===== src/rtl/irq_pkg.sv =====
// Package: shared types for the interrupt controller.
// Assumes a single 8-bit control register whose bit order is decoded by software.
package irq_pkg;
    // Control register, bit 7 first.
    typedef struct packed {
        logic gie;     // bit 7 global enable
        logic peie;    // bit 6 peripheral enable
        logic tmr_en;  // bit 5 timer enable
        logic pin_en;  // bit 4 pin enable
        logic chg_en;  // bit 3 change enable
        logic tmr_fl;  // bit 2 timer flag
        logic pin_fl;  // bit 1 pin flag
        logic chg_fl;  // bit 0 change flag
    } ctl_t;

    localparam int CTL_W = $bits(ctl_t);
endpackage


===== src/rtl/irq_pin_edge.sv =====
// Module: edge detector for the external interrupt pin.
// Assumes the pin is already synchronised to clk. Emits a one-cycle hit on
// the selected edge. The history register loads the pin during reset, so a
// static level never counts as an edge.
module irq_pin_edge (
    input  logic clk,
    input  logic rst_n,
    input  logic pin,
    input  logic rise_sel,
    output logic hit
);
    logic prev_q;

    // Track the pin one cycle back; reset loads the live level.
    always_ff @(posedge clk) begin
        if (!rst_n) prev_q <= pin;
        else        prev_q <= pin;
    end

    // Pick the edge direction requested by the select input.
    always_comb begin
        if (rise_sel) hit = pin & ~prev_q;
        else          hit = ~pin & prev_q;
    end
endmodule


===== src/rtl/irq_port_watch.sv =====
// Module: mismatch detector for the watched port pins.
// Assumes synchronised pins. A snapshot is captured at reset and at every
// read strobe. The mismatch output stays high while any pin differs from it.
module irq_port_watch #(
    parameter int W = 4
) (
    input  logic         clk,
    input  logic         rst_n,
    input  logic [W-1:0] pins,
    input  logic         rd_stb,
    output logic         mismatch
);
    logic [W-1:0] snap_q;

    // Capture the last-read value on reset or on a port read.
    always_ff @(posedge clk) begin
        if (!rst_n || rd_stb) snap_q <= pins;
    end

    // Any differing bit keeps the mismatch asserted.
    assign mismatch = |(pins ^ snap_q);
endmodule


===== src/rtl/irq_periph_bank.sv =====
// Module: peripheral flag and enable bank.
// Each flag is set by its event pulse whatever the enables are. A software
// write loads the flags, but a same-cycle event keeps its bit set. The
// output any_hit reports a flag whose own enable is set.
module irq_periph_bank #(
    parameter int N = 8
) (
    input  logic         clk,
    input  logic         rst_n,
    input  logic [N-1:0] set_pls,
    input  logic         en_wr,
    input  logic [N-1:0] en_wdata,
    input  logic         flag_wr,
    input  logic [N-1:0] flag_wdata,
    output logic [N-1:0] en_q,
    output logic [N-1:0] flag_q,
    output logic         any_hit
);
    // Enable register: plain software load.
    always_ff @(posedge clk) begin
        if (!rst_n)     en_q <= '0;
        else if (en_wr) en_q <= en_wdata;
    end

    for (genvar i = 0; i < N; i++) begin : g_flag
        // One flag: the hardware event wins over the software value.
        always_ff @(posedge clk) begin
            if (!rst_n)          flag_q[i] <= 1'b0;
            else if (set_pls[i]) flag_q[i] <= 1'b1;
            else if (flag_wr)    flag_q[i] <= flag_wdata[i];
        end

        // an event always leaves the flag set.
        a_r10_periph_set_wins: assert property (@(posedge clk) disable iff (!rst_n)
            set_pls[i] |=> flag_q[i]);
        // without a write, a set flag stays set.
        a_r6_periph_holds: assert property (@(posedge clk) disable iff (!rst_n)
            (flag_q[i] && !flag_wr) |=> flag_q[i]);
    end

    assign any_hit = |(flag_q & en_q);
endmodule


===== src/rtl/irq_ctrl.sv =====
// Module: top of the two-level maskable interrupt controller.
// Holds the control register, combines core and peripheral sources into a
// single request, and handles take and return strobes on the global enable.
// Assumes all pin inputs are synchronised and event inputs are single-cycle pulses.
module irq_ctrl
    import irq_pkg::*;
#(
    parameter int PORT_W  = 4,
    parameter int NUM_PER = 8
) (
    input  logic               clk,
    input  logic               rst_n,
    input  logic               ctl_wr,
    input  logic [CTL_W-1:0]   ctl_wdata,
    output logic [CTL_W-1:0]   ctl_rdata,
    input  logic               pin_rise_sel,
    input  logic               ext_pin,
    input  logic [PORT_W-1:0]  port_pins,
    input  logic               port_rd,
    input  logic               tmr_ovf,
    input  logic [NUM_PER-1:0] per_set,
    input  logic               per_en_wr,
    input  logic [NUM_PER-1:0] per_en_wdata,
    output logic [NUM_PER-1:0] per_en_rdata,
    input  logic               per_flag_wr,
    input  logic [NUM_PER-1:0] per_flag_wdata,
    output logic [NUM_PER-1:0] per_flag_rdata,
    input  logic               irq_take,
    input  logic               irq_ret,
    output logic               irq_req
);
    ctl_t ctl_q, ctl_d;
    logic pin_hit, chg_mismatch, per_hit, core_hit;

    irq_pin_edge u_edge (
        .clk      (clk),
        .rst_n    (rst_n),
        .pin      (ext_pin),
        .rise_sel (pin_rise_sel),
        .hit      (pin_hit)
    );

    irq_port_watch #(.W(PORT_W)) u_watch (
        .clk      (clk),
        .rst_n    (rst_n),
        .pins     (port_pins),
        .rd_stb   (port_rd),
        .mismatch (chg_mismatch)
    );

    irq_periph_bank #(.N(NUM_PER)) u_bank (
        .clk        (clk),
        .rst_n      (rst_n),
        .set_pls    (per_set),
        .en_wr      (per_en_wr),
        .en_wdata   (per_en_wdata),
        .flag_wr    (per_flag_wr),
        .flag_wdata (per_flag_wdata),
        .en_q       (per_en_rdata),
        .flag_q     (per_flag_rdata),
        .any_hit    (per_hit)
    );

    // Next control value: software write, then hardware sets and strobes on top.
    always_comb begin
        ctl_d = ctl_q;
        if (ctl_wr) ctl_d = ctl_t'(ctl_wdata);
        if (tmr_ovf)      ctl_d.tmr_fl = 1'b1;
        if (pin_hit)      ctl_d.pin_fl = 1'b1;
        if (chg_mismatch) ctl_d.chg_fl = 1'b1;
        if (irq_take)     ctl_d.gie    = 1'b0;
        else if (irq_ret) ctl_d.gie    = 1'b1;
    end

    // Control register storage.
    always_ff @(posedge clk) begin
        if (!rst_n) ctl_q <= '0;
        else        ctl_q <= ctl_d;
    end

    // Request combine: core sources, plus peripherals behind the second level.
    always_comb begin
        core_hit = (ctl_q.tmr_fl & ctl_q.tmr_en) |
                   (ctl_q.pin_fl & ctl_q.pin_en) |
                   (ctl_q.chg_fl & ctl_q.chg_en);
        irq_req  = ctl_q.gie & (core_hit | (ctl_q.peie & per_hit));
    end

    assign ctl_rdata = ctl_q;

    // a timer pulse always leaves the flag set.
    a_r3_tmr_sets: assert property (@(posedge clk) disable iff (!rst_n)
        tmr_ovf |=> ctl_q.tmr_fl);
    // a detected pin edge sets the pin flag.
    a_r4_pin_sets: assert property (@(posedge clk) disable iff (!rst_n)
        pin_hit |=> ctl_q.pin_fl);
    // a persisting mismatch sets the change flag.
    a_r5_chg_sets: assert property (@(posedge clk) disable iff (!rst_n)
        chg_mismatch |=> ctl_q.chg_fl);
    // taking an interrupt disarms the global enable.
    a_r9_take_clears: assert property (@(posedge clk) disable iff (!rst_n)
        irq_take |=> !ctl_q.gie);
    // a return without a take re-arms it.
    a_r9_ret_sets: assert property (@(posedge clk) disable iff (!rst_n)
        (irq_ret && !irq_take) |=> ctl_q.gie);
    // the request is quiet in the cycle after a take.
    a_r8_req_off_after_take: assert property (@(posedge clk) disable iff (!rst_n)
        irq_take |=> !irq_req);
    // without a write or a pulse, the timer flag holds.
    a_r6_tmr_holds: assert property (@(posedge clk) disable iff (!rst_n)
        (!ctl_wr && !tmr_ovf) |=> (ctl_q.tmr_fl == $past(ctl_q.tmr_fl)));
endmodule


===== config.mk =====
export PLATFORM = sky130hd
export DESIGN_NAME = irq_ctrl
export DESIGN_NICKNAME = d
export VERILOG_FILES = /design/src/rtl/irq_pkg.sv /design/src/rtl/irq_pin_edge.sv /design/src/rtl/irq_port_watch.sv /design/src/rtl/irq_periph_bank.sv /design/src/rtl/irq_ctrl.sv
export SDC_FILE = /design/constraint.sdc
export NUM_CORES = 1
export LEC_CHECK = 0
export BUFFER_PORTS_ARGS = -buffer_cell sky130_fd_sc_hd__buf_2
export CORE_ASPECT_RATIO = 1.2
export CORE_UTILIZATION = 30
export CTS_CLUSTER_DIAMETER = 120
export DETAILED_ROUTE_END_ITERATION = 8
export PLACE_DENSITY_LB_ADDON = 0.05
export SLEW_MARGIN = 5
export SYNTH_ARGS = -nofsm -noshare
export SYNTH_HDL_FRONTEND = slang
export SYNTH_HIERARCHICAL = 1
export SYNTH_SLANG_ARGS = --single-unit

===== constraint.sdc =====
create_clock -name clk -period 0.95 [get_ports clk]
set_input_delay 0.0475 -clock clk [delete_from_list [all_inputs] [get_ports clk]]
set_output_delay 0.0475 -clock clk [all_outputs]
set_load 0.01 [all_outputs]

==> results of run 1 <==
==> timing repair <==
| action | in CTS | in global routing |
|---|---|---|
| buffers inserted | 1 | 2 |
| setup endpoints to repair | 10 | 10 |
| hold endpoints to repair | 14 | 0 |
| pin swaps | 7 | 6 |
| resized for setup | 13 | 8 |
| hold buffers | 14 | 0 |
==> worst min-delay path, cell delays in order <==
cell,delay (ns)
buf_2,0.10
inv_1,0.04
a21oi_1,0.05
==> per-stage QoR <==
stage / total power (W) / setup slack [ns]
after global placement: 0.00193 / -0.165
after detailed placement: 0.00195 / -0.208
after CTS: 0.00304 / -0.462
after floorplan: 0.00167 / 0.0454
after global routing: 0.00318 / -0.522
final: 0.00301 / -0.403
==> cell usage in the layout (no fill, tap or decap) <==
cell type	n
o21ai_2	1
a22oi_2	3
a21boi_1	1
buf_4	10
mux2i_1	13
a21oi_1	1
buf_6	9
mux2_4	11
dfxtp_1	17
edfxtp_1	4
clkbuf_8	6
clkbuf_1	2
xnor2_1	4
a22oi_1	3
nand3b_1	1
o21a_1	11
nand4_1	2
dfxtp_2	8
nand2b_1	3
inv_1	1
dlygate4sd3_1	14
nor2b_1	12
buf_2	70
==> state kept, by name, indices dropped and copies added (netlist names) <==
name	flops
u_bank/en_q	8
ctl_rdata	8
u_watch/snap_q	4
u_edge/prev_q	1
u_bank/flag_q	8
==> layout make-up <==
class	instances	area, µm²	share of cell area [%]
multi-input combinational	66	608	29.4
tap	54	67.6	3.27
inverter	1	3.75	0.182
clock buffer	8	90.1	4.36
sequential	29	631	30.5
timing repair buffer	103	667	32.3
==> worst max path at each step <==
stage,startpoint,to,slack (ns),depth (start not counted)
finish,u_bank/flag_q[1],irq_req,-0.40,5
global route,u_bank/flag_q[1],irq_req,-0.52,5
CTS,u_bank/en_q[3],irq_req,-0.46,5
detailed placement,u_bank/en_q[3],irq_req,-0.21,5
global placement,u_bank/en_q[3],irq_req,-0.16,5
floorplan,u_bank/en_q[3],irq_req,0.05,4
==> metal layers <==
| layer | global-route usage, % | up-vias | part of all wire, % |
|---|---|---|---|
| li1 | - | 565 | - |
| met1 | 15.8 | 484 | 43 |
| met2 | 25.5 | 45 | 50 |
| met3 | 3.37 | 7 | 5.3 |
| met4 | 9.09 | 0 | 2.2 |
| met5 | 0 | - | 0 |
==> cell families (layout without fill, tap and decap cells) <==
group / Yosys count / after routing / share of synthesized area (%)
AO/OA/AOI/OAI: 20 / 20 / 11.9
XOR/XNOR: 4 / 4 / 2.80
buffers and inverters: 5 / 112 / 2.90
flip-flops: 29 / 29 / 49.7
multiplexers: 24 / 24 / 23.6
AND/OR/NAND/NOR: 18 / 18 / 9.11
==> power by group <==
part           total (W)  internal (W)  leakage, nW  switching (W)
registers        0.00140       0.00134        0.250      0.0000581
clock network    0.00101      0.000589       0.0455       0.000421
logic           0.000606      0.000382        0.712       0.000223
total            0.00301       0.00231         1.01       0.000702
==> reports/qor.yml, run 1 <==
cells_and_area:
  fill_cells: 401
  syn_to_final_growth_pct: 65.4
  postLayoutCellArea_um2: 2070
  final_layout_size_suffix_gt1_share_pct: 57.0
  num_antenna_cells: 0
  utilization_pct: 52.0
  instances_no_fill: 261
  final_nets: 253
die:
  initial_core_util_pct: 31.5
  io_pins: 72
  num_rows: 25
  die_w_um: 60.9
  die_height_um: 72.7
  design.die.area_um2: 4430
  core_area_um2: 3970
clock_tree:
  cts-root-buf: "clkbuf_8"
  htreeDepth: 2
  numCtsBuffers: 5
  clk_latency_ns: 0.28
  cts.clk_slew.worst_paths_ns: 0.06
  clockBufferDepth: 2
  tritoncts: "built"
  cts.sinks: 29
yosys:
  synth_ff_type: "dfxtp_1"
  synth.ff_latch_count: 29
  yosysSeqAreaShare_pct: 49.6
  syn-num-nets: 147
  synth_common_cells: "dfxtp_1 (25), mux2i_1 (13), nor2b_1 (12)"
  yosys.area.top_type: "dfxtp_1"
  synth_warnings: 6
  synth_edf_count: 4
  syn_inst: 100
  async_reset_ff_share_pct: 0
  syn_area_per_cell_um2: 12.5
  ys_types: 17
  synth_most_common_cell: "dfxtp_1"
  synth_top_area_share_pct: 40.0
  ys_top_cells_by_area: "dfxtp_1 (40%), mux2_4 (13%), mux2i_1 (10%)"
  syn_area_um2: 1250
sta:
  clock_skew_ns: 0.00419
  final-hold-violation-count: 0
  period_share_pct: 142
  setup_ws_ns: -0.403
  hold_ws_ns: 0.00748
  timing.fmax_ghz: 0.739
  setup-tns-final_ns: -0.624
  worst_pin_slew_ns: 0.263
  grt_setup_unrepaired: "true"
  fin_crit_ns: 1.35
  slew_violations: 0
  setup_viol: 10
  max_slew_margin_pct: 82.4
critical_path:
  path_class: "reg2out"
  reg2regPathDepth: 4
  slowest_delay_ns: 0.33
  cp-start-kind: "flop"
  crit_path_end_kind: "output port"
  arrival_ns: 1.31
  critPathBufInv: 1
  cp_slowest_cell: "dfxtp_2"
  r2r_start: "u_bank/flag_q[7]"
  crit_family: "compound AO/OA/AOI/OAI gates"
  r2r_end: "u_bank/flag_q[7]"
  crit_path_frequent_cell: "a22oi_2"
  ff2ff_setup_slack_ns: -0.12
  path_max_fanout: 2
  crit_required_ns: 0.90
  path_cells: "a22oi_2 -> nand4_1 -> a22oi_2 -> a21boi_1 -> buf_2"
hold_path:
  holdPathStages: 3
  min_to: "ctl_rdata[7]"
  hold_path_class: "in2reg"
  min_from: "irq_ret"
status:
  violations: "setup timing"
  status: "finished with violations"
placed_design:
  io_buffers: 71
  place_area_um2: 1770
  dpl.hpwl_um: 2430
  dp.cells: 238
  gp_congestion: 0.687
flow_run:
  cap_violations: 0
grt:
  grt_pass1_wl_um: 4680
  grtUsageTotal_pct: 14.7
  antenna_found_initial: 0
  grt_max_degree: 13
  gr-total-overflow: 0
  grt_pass1_vias: 1101
route:
  wl_per_cell_um: 12.0
  drc: 0
  vias: 1101
  drtPass1Iterations: 4
  viasPerCell: 4.22
  wirelength_um: 3130
  drtIter0Drc: 14
  detail-route-antenna-nets: 0
power_and_ir_drop:
  power_leakage_nw: 1.01
  p_per_area_nw_per_um2: 1460
  ir_drop_mv: 0.748
Note: power is estimated with default switching activity, not from simulation.
==> run 2, diff against run 1 <==
- CELL_PAD_IN_SITES_DETAIL_PLACEMENT: not set -> 1
- CELL_PAD_IN_SITES_GLOBAL_PLACEMENT: not set -> 1
- CORE_UTILIZATION: 30 -> 29
==> reports/qor.yml, run 2 (synthesis gave the netlist of run 1 again) <==
cells_and_area:
  num_antenna_cells: 0  # unchanged
  postLayoutCellArea_um2: 2090  # was 2070 µm²
  seqCellArea_um2: 631  # unchanged
  instances_no_fill: 262  # was 261
  syn_to_final_growth_pct: 66.9  # was 65.4%
  utilization_pct: 51.7  # was 52.0%
  fill_cells: 465  # was 401
  multiInputGateArea_um2: 616  # was 608 µm²
  mostFrequentLayoutCells: "buf_2 (71), dfxtp_1 (17), dlygate4sd3_1 (16)"  # was buf_2 (70), dfxtp_1 (17), dlygate4sd3_1 (14)
  final_nets: 255  # was 253
  final_layout_size_suffix_gt1_share_pct: 57.2  # was 57.0%
  final_common_cell: "buf_2"  # unchanged
die:
  initial_core_util_pct: 31.0  # was 31.5%
  core_area_um2: 4040  # was 3970 µm²
  die_height_um: 73.9  # was 72.7 µm
  num_rows: 25  # unchanged
  die_w_um: 61.9  # was 60.9 µm
  io_pins: 72  # unchanged
  design.die.area_um2: 4580  # was 4430 µm²
sta:
  slew_violations: 0  # unchanged
  grt_setup_unrepaired: "true"  # unchanged
  setup_viol: 10  # unchanged
  worst_pin_slew_ns: 0.276  # was 0.263 ns
  period_share_pct: 140  # was 142%
  setup_ws_ns: -0.383  # was -0.403 ns
  hold_ws_ns: 0.0329  # was 0.00748 ns
  timing.fmax_ghz: 0.750  # was 0.739 GHz
  final-hold-violation-count: 0  # unchanged
  max_slew_margin_pct: 81.6  # was 82.4%
  clock_skew_ns: 0.000153  # was 0.00419 ns
  fin_crit_ns: 1.33  # was 1.35 ns
status:
  status: "finished with violations"  # unchanged
  violations: "setup timing"  # unchanged
power_and_ir_drop:
  power_leakage_nw: 1.02  # was 1.01 nW
  swShare_pct: 24.1  # was 23.3%
  p_total_w: 0.00303  # was 0.00301 W
  p_sw_w: 0.000729  # was 0.000702 W
  p_per_area_nw_per_um2: 1450  # was 1460 nW/µm²
  p_seq_share_pct: 46.1  # was 46.4%
  ir_drop_mv: 0.821  # was 0.748 mV
  comb_power_share_pct: 20.5  # was 20.1%
  power.internal_w: 0.00230  # was 0.00231 W
  clkPwrFrac_pct: 33.4  # was 33.5%
critical_path:
  crit_path_frequent_cell: "a22oi_2"  # unchanged
  crit_required_ns: 0.90  # about the same
  cp_slowest_cell: "dfxtp_2"  # unchanged
  arrival_ns: 1.29  # was 1.31 ns
  setup.worst_path.end: "irq_req"  # unchanged
  r2r_start: "u_bank/flag_q[0]"  # was u_bank/flag_q[7]
  path_max_fanout: 2  # unchanged
  ff2ff_setup_slack_ns: -0.03  # was -0.12 ns
  cp-start-kind: "flop"  # unchanged
  cp.depth: 5  # unchanged
  path_class: "reg2out"  # unchanged
  critPathBufInv: 1  # unchanged
  reg2regPathDepth: 3  # was 4
  slowest_delay_ns: 0.32  # was 0.33 ns
  crit_path_end_kind: "output port"  # unchanged
  path_cells: "a22oi_2 -> nand4_1 -> a22oi_2 -> a21boi_1 -> buf_2"  # unchanged
  r2r_end: "u_bank/flag_q[0]"  # was u_bank/flag_q[7]
  crit_family: "compound AO/OA/AOI/OAI gates"  # unchanged
  crit_path_start: "u_bank/flag_q[7]"  # was u_bank/flag_q[1]
grt:
  grtUsageTotal_pct: 16.9  # was 14.7%
  grt_pass1_vias: 1216  # was 1101
  grt_pass1_wl_um: 5400  # was 4680 µm
  antenna_found_initial: 0  # unchanged
  gr-total-overflow: 0  # unchanged
  grt_max_degree: 25  # was 13
route:
  drtPass1Iterations: 2  # was 4
  detail-route-antenna-nets: 0  # unchanged
  drc: 0  # unchanged
  wl_per_cell_um: 13.5  # was 12.0 µm
  vias: 1172  # was 1101
  viasPerCell: 4.47  # was 4.22
  wirelength_um: 3540  # was 3130 µm
  drtIter0Drc: 13  # was 14
hold_path:
  hold_path_class: "in2reg"  # unchanged
clock_tree:
  numCtsBuffers: 5  # unchanged
  cts.sinks: 29  # unchanged
  clk_latency_ns: 0.28  # about the same
  htreeDepth: 2  # unchanged
  tritoncts: "built"  # unchanged
  cts.clk_slew.worst_paths_ns: 0.06  # about the same
  cts-root-buf: "clkbuf_8"  # unchanged
  clockBufferDepth: 2  # unchanged
placed_design:
  io_buffers: 71  # unchanged
  dpl.hpwl_um: 2640  # was 2430 µm
  gp_congestion: 0.679  # was 0.687
  place_area_um2: 1790  # was 1770 µm²
  dp.cells: 239  # was 238
flow_run:
  cap_violations: 0  # unchanged
## run 2: area by class of cell
type | count | area share, %
timing repair buffer | 105 | 32.7
sequential | 29 | 30.2
multi-input combinational | 66 | 29.5
clock buffer | 7 | 4.14
tap | 54 | 3.24
inverter | 1 | 0.180
## run 2: what timing repair did
item,4_1_cts,5_1_grt
gates cloned,0,0
resized for setup,14,5
endpoints found under the hold margin,15,0
hold buffers,16,0
setup buffers,3,2
pin swaps,9,5
endpoints found under the setup margin,10,11
## run 2: tightest hold or removal path, cell delays in order
cell     delay, ns
buf_2         0.08
mux2i_1       0.06
nor2b_1       0.10
## run 2: per-layer routing
layer	track usage [%]	wire, µm
met3	5.63	251
met1	15.5	1340
met2	32.9	1900
met4	6.67	58
met5	0	0
## run 2: stage by stage
| stage | worst slack [ns] | TNS, ns |
|---|---|---|
| after floorplan | 0.0454 | 0 |
| after global placement | -0.157 | -0.215 |
| after detailed placement | -0.164 | -0.345 |
| after CTS | -0.414 | -0.666 |
| after global routing | -0.509 | -0.902 |
| final | -0.383 | -0.512 |
## run 2: how the worst min path moves through the flow
stage          depth (start not counted)             end            start  slack, ns
6_report                               3  u_bank/en_q[6]  per_en_wdata[6]       0.03
5_1_grt                                3    ctl_rdata[5]     ctl_wdata[5]       0.05
4_1_cts                                3  u_bank/en_q[0]  per_en_wdata[0]       0.03
3_5_place_dp                           1   u_edge/prev_q          ext_pin       0.18
3_3_place_gp                           1   u_edge/prev_q          ext_pin       0.17
2_1_floorplan                          0   u_edge/prev_q          ext_pin       0.08
## run 2: power groups by stage
stage | Sequential [W] | Clock [W] | Combinational (W)
2_1_floorplan | 0.00144 | 0 | 0.000233
3_3_place_gp | 0.00140 | 0 | 0.000542
3_5_place_dp | 0.00141 | 0 | 0.000555
4_1_cts | 0.00140 | 0.00104 | 0.000620
5_1_grt | 0.00141 | 0.00109 | 0.000678
6_report | 0.00140 | 0.00101 | 0.000620
